<file path="src/rtl/sched_pkg.sv">
package sched_pkg;

  // Bit offset of the field of rule `rule_idx` for register `reg_idx`
  // inside the flattened candidate-value bus.
  function automatic int unsigned fld_lo(input int unsigned rule_idx,
                                         input int unsigned reg_idx,
                                         input int unsigned n_regs,
                                         input int unsigned data_w);
    return (rule_idx * n_regs + reg_idx) * data_w;
  endfunction

endpackage

</file>
<file path="src/rtl/grp_prio_arb.sv">
// One conflict group: lowest-index request wins.
module grp_prio_arb #(
  parameter int N = 8
) (
  input  logic         clk_i,
  input  logic         rst_i,
  input  logic [N-1:0] req_i,
  output logic [N-1:0] gnt_o
);

  // isolate the lowest set bit
  assign gnt_o = req_i & ~(req_i - N'(1));


  gnt_subset_chk: assert property (@(posedge clk_i) disable iff (rst_i)
    (gnt_o & ~req_i) == '0);


  gnt_onehot_chk: assert property (@(posedge clk_i) disable iff (rst_i)
    $onehot0(gnt_o));


  gnt_live_chk: assert property (@(posedge clk_i) disable iff (rst_i)
    (req_i != '0) |-> ($countones(gnt_o) == 1));

endmodule

</file>
<file path="src/rtl/reg_update_mux.sv">
// One shared register: AND-OR select of writer values, OR of writer grants.
module reg_update_mux #(
  parameter int                   NUM_RULES = 8,
  parameter int                   DATA_W    = 8,
  parameter logic [NUM_RULES-1:0] WRITERS   = '0
) (
  input  logic                          clk_i,
  input  logic                          rst_i,
  input  logic [NUM_RULES-1:0]          fire_i,
  input  logic [NUM_RULES*DATA_W-1:0]   cand_i,
  output logic [DATA_W-1:0]             q_o
);

  logic              load_en;
  logic [DATA_W-1:0] next_val;

  always_comb begin
    load_en  = 1'b0;
    next_val = '0;
    for (int r = 0; r < NUM_RULES; r++) begin
      if (WRITERS[r]) begin
        load_en  = load_en | fire_i[r];
        next_val = next_val | (cand_i[r*DATA_W +: DATA_W] & {DATA_W{fire_i[r]}});
      end
    end
  end

  always_ff @(posedge clk_i) begin
    if (rst_i)        q_o <= '0;
    else if (load_en) q_o <= next_val;
  end


  load_take_chk: assert property (@(posedge clk_i) disable iff (rst_i)
    load_en |=> (q_o == $past(next_val)));


  idle_hold_chk: assert property (@(posedge clk_i) disable iff (rst_i)
    !load_en |=> $stable(q_o));

endmodule

</file>
<file path="src/rtl/rule_sched_top.sv">
module rule_sched_top #(
  parameter int NUM_RULES  = 8,
  parameter int NUM_REGS   = 4,
  parameter int DATA_W     = 8,
  parameter int NUM_GROUPS = 3,
  parameter int GID_W      = (NUM_GROUPS > 1) ? $clog2(NUM_GROUPS) : 1,
  // group number of rule r at bits [r*GID_W +: GID_W]
  parameter logic [NUM_RULES*GID_W-1:0]    RULE_GROUP  = 16'hA940,
  // rule r writes register k when bit r*NUM_REGS+k is set
  parameter logic [NUM_RULES*NUM_REGS-1:0] RULE_WRMASK = 32'h8804_4231
) (
  input  logic                                clk_i,
  input  logic                                rst_i,
  input  logic [NUM_RULES-1:0]                ready_i,
  input  logic [NUM_RULES*NUM_REGS*DATA_W-1:0] value_i,
  output logic [NUM_RULES-1:0]                fire_o,
  output logic [NUM_REGS*DATA_W-1:0]          regs_o
);
  import sched_pkg::*;

  localparam int CAND_W = NUM_RULES * DATA_W;

  function automatic logic [NUM_RULES-1:0] writers_of(input int k);
    logic [NUM_RULES-1:0] m;
    for (int r = 0; r < NUM_RULES; r++) m[r] = RULE_WRMASK[r*NUM_REGS + k];
    return m;
  endfunction

  logic [NUM_RULES-1:0] grp_member [NUM_GROUPS];
  logic [NUM_RULES-1:0] grp_gnt    [NUM_GROUPS];

  // one priority encoder per conflict group
  for (genvar g = 0; g < NUM_GROUPS; g++) begin : g_grp
    for (genvar r = 0; r < NUM_RULES; r++) begin : g_mem
      assign grp_member[g][r] = (RULE_GROUP[r*GID_W +: GID_W] == GID_W'(g));
    end
    grp_prio_arb #(.N(NUM_RULES)) arb_i (
      .clk_i (clk_i),
      .rst_i (rst_i),
      .req_i (ready_i & grp_member[g]),
      .gnt_o (grp_gnt[g])
    );
  end

  always_comb begin
    fire_o = '0;
    for (int g = 0; g < NUM_GROUPS; g++) fire_o = fire_o | grp_gnt[g];
  end

  // per-register update selector
  for (genvar k = 0; k < NUM_REGS; k++) begin : g_reg
    logic [CAND_W-1:0] cand;
    for (genvar r = 0; r < NUM_RULES; r++) begin : g_cand
      assign cand[r*DATA_W +: DATA_W] = value_i[fld_lo(r, k, NUM_REGS, DATA_W) +: DATA_W];
    end
    reg_update_mux #(
      .NUM_RULES (NUM_RULES),
      .DATA_W    (DATA_W),
      .WRITERS   (writers_of(k))
    ) mux_i (
      .clk_i  (clk_i),
      .rst_i  (rst_i),
      .fire_i (fire_o),
      .cand_i (cand),
      .q_o    (regs_o[k*DATA_W +: DATA_W])
    );
  end


  fire_ready_chk: assert property (@(posedge clk_i) disable iff (rst_i)
    (fire_o & ~ready_i) == '0);


  reset_clear_chk: assert property (@(posedge clk_i)
    rst_i |=> (regs_o == '0));

endmodule

</file>
<file path="config.mk">
export PLATFORM = sky130hd
export DESIGN_NAME = rule_sched_top
export DESIGN_NICKNAME = d
export VERILOG_FILES = /design/src/rtl/sched_pkg.sv /design/src/rtl/grp_prio_arb.sv /design/src/rtl/reg_update_mux.sv /design/src/rtl/rule_sched_top.sv
export SDC_FILE = /design/constraint.sdc
export NUM_CORES = 1
export LEC_CHECK = 0
export BUFFER_PORTS_ARGS = -buffer_cell sky130_fd_sc_hd__clkbuf_2
export CORE_AREA = 2 2 117 119
export CTS_CLUSTER_SIZE = 12
export DETAILED_ROUTE_END_ITERATION = 8
export DIE_AREA = 0 0 119 121
export GPL_TIMING_DRIVEN = 0
export PLACE_DENSITY_LB_ADDON = 0.05
export SYNTH_ARGS = -nofsm -noshare
export SYNTH_HDL_FRONTEND = slang
export SYNTH_HIERARCHICAL = 1
export SYNTH_SLANG_ARGS = --single-unit
</file>
<file path="constraint.sdc">
create_clock -name clk_i -period 1.4 [get_ports clk_i]
set_input_delay 0.14 -clock clk_i [delete_from_list [all_inputs] [get_ports clk_i]]
set_output_delay 0.14 -clock clk_i [all_outputs]
set_load 0.1 [all_outputs]
</file>
After elaboration in Yosys (flattened, before gate mapping):

Index checks and enable logic that the tools add are counted.

* word-level logic and storage cells: 31
* register bits: 32
* output and inout bits: 40
* bits of input ports: 266

* bitwise logic cells: 24
* add/subtract/negate cells: 3

Operators with widths (number)
* bitwise AND 8 bit: 9
* OR 8 bit: 6
* inverter 8 bit: 3
* bitwise AND 3 x 8 -> 8 bit: 1
* bitwise AND 5 x 8 -> 8 bit: 1
* subtractor 8 x 1 -> 8 bit (second input constant): 1
* subtractor 5 x 1 -> 6 bit (second input constant): 1
* OR 1 bit: 4
* subtractor 3 x 1 -> 4 bit (second input constant): 1

Logic depth before layout (Yosys ltp):

Gate-level depths: netlist of run 1.

* word-level depth: 7
* mapped depth: 6
* gate-level depth less buffers: 5

Cells and area by module:

Netlist of run 1, hierarchy kept.

Modules (own cells, without submodules)
* reg_update_mux: times used 4, cells each 35, area an instance 350.3 um^2
* grp_prio_arb: times used 3, cells each 11, area an instance 112.6 um^2
* rule_sched_top: times used 1, cells each 9, area an instance 53.8 um^2

Worst setup path after synthesis of run 1:

OpenSTA, ideal clock, no wires.

* kind: input to register
* from: in ready_i[3]
* to: reg g_reg[2].mux_i.q_o[1]
* path buffers: 1
* stages: 6
* arrival time: 2069 ps
* slack: -797 ps
* cell sequence: or4_4 nor2_1 or3_1 buf_2 or3b_1 a21oi_1

RTL lines
* from (decl): RTL line rule_sched_top.sv:14 `input logic [NUM_RULES-1:0] ready_i,`
* to (signal assigned): RTL line reg_update_mux.sv:30 `else if (load_en) q_o <= next_val;`
* to (decl): RTL line reg_update_mux.sv:11 `output logic [DATA_W-1:0] q_o`

==> flow_summary.toml, run 1 <==
[run_status]
outcome = "finished clean"

[drt]
firstDrtPassIters = 4
drt-met1-wl_mm = 3.16
top_layer_used = "met5"
route.met2.wl_mm = 2.64
met3_length_um = 473
post_drt_wl_per_cell_um = 12.1
initialDrtViolationCount = 40
ant_nets = 0
vias_per_cell = 3.68
wl_mm = 6.38
drc = 0
dr_total_vias = 1941

[final_layout]
fin_nets = 617
largest_reg_flops = 32
drive_gt1_frac = 0.599
multi_input_area_um2 = 1320
n_fill_cell = 1439
reg.largest.list = "g.mux_i/q_o: 32 flops"
antennaDiodeCount = 0
regMostFlops = "g.mux_i/q_o"
areaGrowthSynthToFinish_pct = 74.9
fin_area_um2 = 3140
regArea_um2 = 678

[placement]
place_area_um2 = 2920
port_buffers = 112
dp_hpwl_mm = 5.08
gp_congestion = 0.692

[sta]
fin_crit_sh = 0.979
holdWs_ns = 0.130
max_slew_margin = 0.624
grt_setup_unrepaired = "yes"
setup_viol = 0
clock_skew_ns = 0
finalHoldViolCount = 0
drv_slew = 0
worst_slew_pin_slew_ns = 0.567
min_period_ns = 1.37
max_freq_mhz = 730

[critical_path]
crit_path_max_fanout = 8
slowest_delay_ns = 0.49
required_ns = 1.26
crit_chain = "buf_6 > or4_4 > nor2_2 > or3_4 > clkbuf_16"
path_depth = 5
path_buf_inv = 2
rr_worst_depth = 2
crit_type = "in -> out"
cp_slowest_cell = "or4_4"
cp-start-kind = "primary input"
end_kind = "output port"
cpLargestDelayFamily = "simple AND/OR/NAND/NOR gates"
arrival_ns = 1.23

[synthesis]
synth_warnings = 6
ys_types = 21
syn_area_um2 = 1790
yosysSeqAreaShare = 0.357
ys_ff_latch = 32
synthCells = 182
syn_avg_cell_area_um2 = 9.85

[clock_network]
clock-sinks = 32
clk_path_buf_depth = 2
root_buffer = "clkbuf_16"
ctsHoldBuffers = 0
clock_latency_ns = 0.28
htree_levels = 2
clk_pin_slew_ns = 0.06
numCtsBuffers = 5
cts_tree = "yes"

[floorplanning]
core_area_um2 = 13100
die_w_um = 119
die-area_um2 = 14400
ioPinCount = 306
rows = 42
fp.dieH_um = 121
start_util = 0.137

[run]
drv_cap = 0

[worst_hold_path]
hold_path_class = "in -> reg"
hold_depth = 3

[global_routing]
grt_max_degree = 16
grt-ovfl-total = 0
grt_pass1_wl_mm = 9.98
antenna_found_initial = 1
grt.total_usage = 0.0905
grt_pass1_vias = 1911

[power]
ir_worst_vdd_mv = 0.349
power_density_nw_per_um2 = 1050
leakagePower_nw = 1.40
-- tightest hold or removal path, delay by kind of cell --
kind / cells / cell delay [ns]
AO/OA/AOI/OAI: 2 / 0.16
buffers and inverters: 1 / 0.08
-- metrics by stage --
stage | util | setup slack (ns) | cells | total power, mW | TNS (ns)
6_report | 0.240 | 0.0297 | 528 | 3.30 | 0
3_3_place_gp | 0.223 | -0.253 | 517 | 2.05 | -3.43
3_5_place_dp | 0.223 | -0.250 | 517 | 2.05 | -3.73
5_1_grt | 0.240 | -0.0322 | 528 | 3.47 | -0.0322
2_1_floorplan | - | -0.112 | 229 | 1.81 | -1.33
4_1_cts | 0.237 | -0.00271 | 525 | 3.37 | -0.00271
-- report_power, final --
group	total (mW)	internal [mW]	switching, mW	leakage [nW]
clock network	1.26	0.836	0.427	0.0798
registers	1.01	0.981	0.0253	0.274
logic	1.03	0.286	0.743	1.04
total	3.30	2.10	1.20	1.40
-- cells in the mapped netlist --
master / instances / area [µm²]
nor4b_4: 3 / 71.3
or3b_2: 24 / 210
nor4_4: 3 / 63.8
dfxtp_1: 32 / 641
nor2b_1: 3 / 18.8
or4_4: 3 / 33.8
nor3b_1: 3 / 22.5
buf_1: 4 / 15.0
a22oi_1: 32 / 240
or3b_1: 8 / 70.1
buf_4: 3 / 22.5
nor4b_1: 3 / 26.3
or3_1: 8 / 50.1
inv_1: 3 / 11.3
buf_2: 4 / 20.0
a21oi_1: 32 / 160
nor3b_2: 3 / 37.5
buf_6: 4 / 45.0
conb_1: 1 / 3.75
nand2b_1: 3 / 18.8
nor2_1: 3 / 11.3
-- per-layer routing --
metal | GRT usage | vias to the layer above
met5 | 0 | -
met4 | 0.0335 | 2
met3 | 0.0329 | 7
met2 | 0.126 | 70
met1 | 0.127 | 874
li1 | - | 988
-- cell families (layout without fill, tap and decap cells) --
kind of cell           Yosys count  in the layout  synth area share
AO/OA/AOI/OAI                   64             64             0.223
buffers and inverters           18            141            0.0635
flip-flops                      32             32             0.357
other                            1             48           0.00209
AND/OR/NAND/NOR                 67             67             0.354
-- worst paths after layout --
path	from	to	slack [ns]
hold / removal	value_i[35]	g_reg[0].mux_i/q_o[3]	0.13
setup / recovery	ready_i[3]	fire_o[4]	0.03
setup reg to reg	g_reg[3].mux_i/q_o[5]	g_reg[3].mux_i/q_o[5]	0.43
hold reg to reg	g_reg[2].mux_i/q_o[2]	g_reg[2].mux_i/q_o[2]	0.55
-- placed cells by master, fill, tap and decap left out, types with 7 or more instances in the layout --
cell / synthesis / routed
a22oi_1: 32 / 32
clkbuf_2: 0 / 105
buf_6: 4 / 9
conb_1: 1 / 48
or3_4: 0 / 7
or3b_4: 0 / 18
a21oi_1: 32 / 32
dfxtp_2: 0 / 30
or3b_1: 8 / 8
-- area by class of cell --
| type | instances | share of cell area |
|---|---|---|
| tap | 176 | 0.0702 |
| clock inverter | 3 | 0.0136 |
| timing repair buffer | 115 | 0.195 |
| multi-input combinational | 179 | 0.421 |
| buffer | 15 | 0.0407 |
| inverter | 3 | 0.00359 |
| sequential | 32 | 0.216 |
| clock buffer | 5 | 0.0399 |
-- what timing repair did --
item                                    CTS  global route
pin swaps                                 0             2
endpoints found under the setup margin    2             4
resized for setup                         4             7
buffers inserted                          0             3
hold endpoints to repair                  0             0
cloned                                    0             0
Note: power is estimated with default switching activity, not from simulation.
==> run 2, diff against run 1 <==
--- a/config.mk
+++ b/config.mk
@@ -5,14 +5,16 @@
 export SDC_FILE = /design/constraint.sdc
 export NUM_CORES = 1
 export LEC_CHECK = 0
+export ABC_AREA = 1
 export BUFFER_PORTS_ARGS = -buffer_cell sky130_fd_sc_hd__clkbuf_2
-export CORE_AREA = 2 2 117 119
+export CORE_AREA = 2 2 118 120
 export CTS_CLUSTER_SIZE = 12
 export DETAILED_ROUTE_END_ITERATION = 8
-export DIE_AREA = 0 0 119 121
+export DIE_AREA = 0 0 120 122
 export GPL_TIMING_DRIVEN = 0
-export PLACE_DENSITY_LB_ADDON = 0.05
+export PLACE_DENSITY = 0.6
 export SYNTH_ARGS = -nofsm -noshare
 export SYNTH_HDL_FRONTEND = slang
 export SYNTH_HIERARCHICAL = 1
 export SYNTH_SLANG_ARGS = --single-unit
+export TNS_END_PERCENT = 1
==> flow_summary.toml, run 2 <==
[run_status]
outcome = "finished clean"

[clock_network]
root_buffer = "clkbuf_16"
ctsHoldBuffers = 0
cts_tree = "yes"
clock-sinks = 32
numCtsBuffers = 5
htree_levels = 2
clock_latency_ns = 0.27
cts_setup_buffers = 0
clk_pin_slew_ns = 0.05
clk_path_buf_depth = 2
cts_resized = 0

[sta]
setup_slack_ns = 0.170
timing.setup.tns_ns = 0
holdWs_ns = 0.173
setup_viol = 0
drv_slew = 0
max_freq_mhz = 813
worst_slew_pin_slew_ns = 0.564
grt_setup_unrepaired = "no"
fin_crit_sh = 0.879
finalHoldViolCount = 0
clock_skew_ns = 0
min_period_ns = 1.23
max_slew_margin = 0.626

[power]
power_density_nw_per_um2 = 968
leakagePower_nw = 1.66
ir_worst_vdd_mv = 0.351

[synthesis]
ys_ff_latch = 32
async_reset_ff_frac = 0
syn_area_um2 = 2070
yosys.area.top_type = "dfxtp_1"
synth.most_common_cell = "nand2_1"
ys_types = 13
yosysSeqAreaShare = 0.309
synthCells = 325
synth_top_cell_area_share = 0.309
syn_avg_cell_area_um2 = 6.38
synth_edf_count = 0
synth_area_leaders = "dfxtp_1 31%, nand2_1 27%, a21oi_2 14%"
yosys-top-cells-count = "148 x nand2_1, 52 x inv_1, 32 x a21oi_2, 32 x dfxtp_1, 29 x nor2_1"
synth_top_flop_cell = "dfxtp_1"
synth_warnings = 6

[worst_hold_path]
hp-start = "value_i[149]"
min_to = "g_reg[2].mux_i/q_o[5]"
hold_path_class = "in -> reg"
hold_depth = 5

[final_layout]
layout_common_cells = "143 x nand2_1, 116 x clkbuf_2, 52 x inv_1, 36 x conb_1"
drive_gt1_frac = 0.382
stdcell_count = 658
areaGrowthSynthToFinish_pct = 51.0
fin_nets = 745
largest_reg_flops = 32
final_common_cell = "nand2_1"
reg.largest.list = "g.mux_i/q_o: 32 flops"
fin_util = 0.232
regMostFlops = "g.mux_i/q_o"

[global_routing]
grt-ovfl-total = 0
antenna_found_initial = 3
grt_max_degree = 10
grt_pass1_vias = 2020
grt.total_usage = 0.0855
grt_pass1_wl_mm = 9.60

[placement]
dp_hpwl_mm = 5.15
dp_slack_ns = 0.126
dp.cells = 652
gp_congestion = 0.724
port_buffers = 112

[drt]
dr_total_vias = 2184
wl_mm = 6.07
drc = 0
ant_nets = 0
post_drt_wl_per_cell_um = 9.22
initialDrtViolationCount = 74
firstDrtPassIters = 4
vias_per_cell = 3.32

[floorplanning]
fp.dieH_um = 122
start_util = 0.153
die-area_um2 = 14600
ioPinCount = 306
die_w_um = 120
core_area_um2 = 13500
rows = 43

[critical_path]
r2r_slack_ns = 0.79
end_kind = "output port"
crit_path_max_fanout = 4
cp-start-kind = "primary input"
r2r_start = "g_reg[2].mux_i/q_o[3]"
required_ns = 1.26
crit_type = "in -> out"
arrival_ns = 1.09
rr_worst_depth = 2
reg2reg_to = "g_reg[2].mux_i/q_o[3]"

[run]
drv_cap = 0
[run 2: per-layer routing]
metal	part of all wire	wire [µm]	vias to the layer above	GRT usage
met5	0.0026	16	-	0
met4	0.020	120	4	0.0397
met3	0.094	573	10	0.0351
met2	0.43	2620	66	0.135
met1	0.45	2740	882	0.101
li1	-	-	1222	-
[run 2: cell families (layout without fill, tap and decap cells)]
family,after synthesis,after routing,synth area share
compound gates,32,32,0.135
other cells,1,37,0.00181
buf+inv,67,184,0.151
flops,32,32,0.309
simple gates,193,193,0.403
[run 2: worst max path at each step]
stage / from / to / cells past startpoint
after floorplan: ready_i[6] / g_reg[3].mux_i/q_o[5] / 10
after global placement: ready_i[0] / fire_o[2] / 5
after detailed placement: ready_i[0] / fire_o[2] / 5
after CTS: ready_i[0] / fire_o[2] / 5
after global routing: ready_i[0] / fire_o[2] / 5
final: ready_i[0] / fire_o[2] / 5
[run 2: cell type report]
type,instances,area (µm²)
multi-input cells,261,1260
fillers,1534,10400
repair buffers,112,561
diodes,1,2.50
plain buffers,15,118
flip-flops and latches,32,641
clock buffers,5,125
well taps,180,225
inverters,52,195
[run 2: critical path: stages]
cell and delay [ns]:
clkbuf_2 0.11, nor3b_1 0.20, nor2_1 0.08, nand2_2 0.09, clkbuf_2 0.46
[run 2: per-stage QoR]
stage / total power [mW] / area (µm²)
after global routing: 3.20 / 3130
after CTS: 3.09 / 3130
final: 3.03 / 3130
after floorplan: 1.84 / 2220
after global placement: 2.07 / 3000
after detailed placement: 2.08 / 3000
[run 2: power breakdown]
group | switching (mW) | internal, mW
registers | 0.0297 | 0.972
logic | 0.797 | 0.251
clock network | 0.352 | 0.626
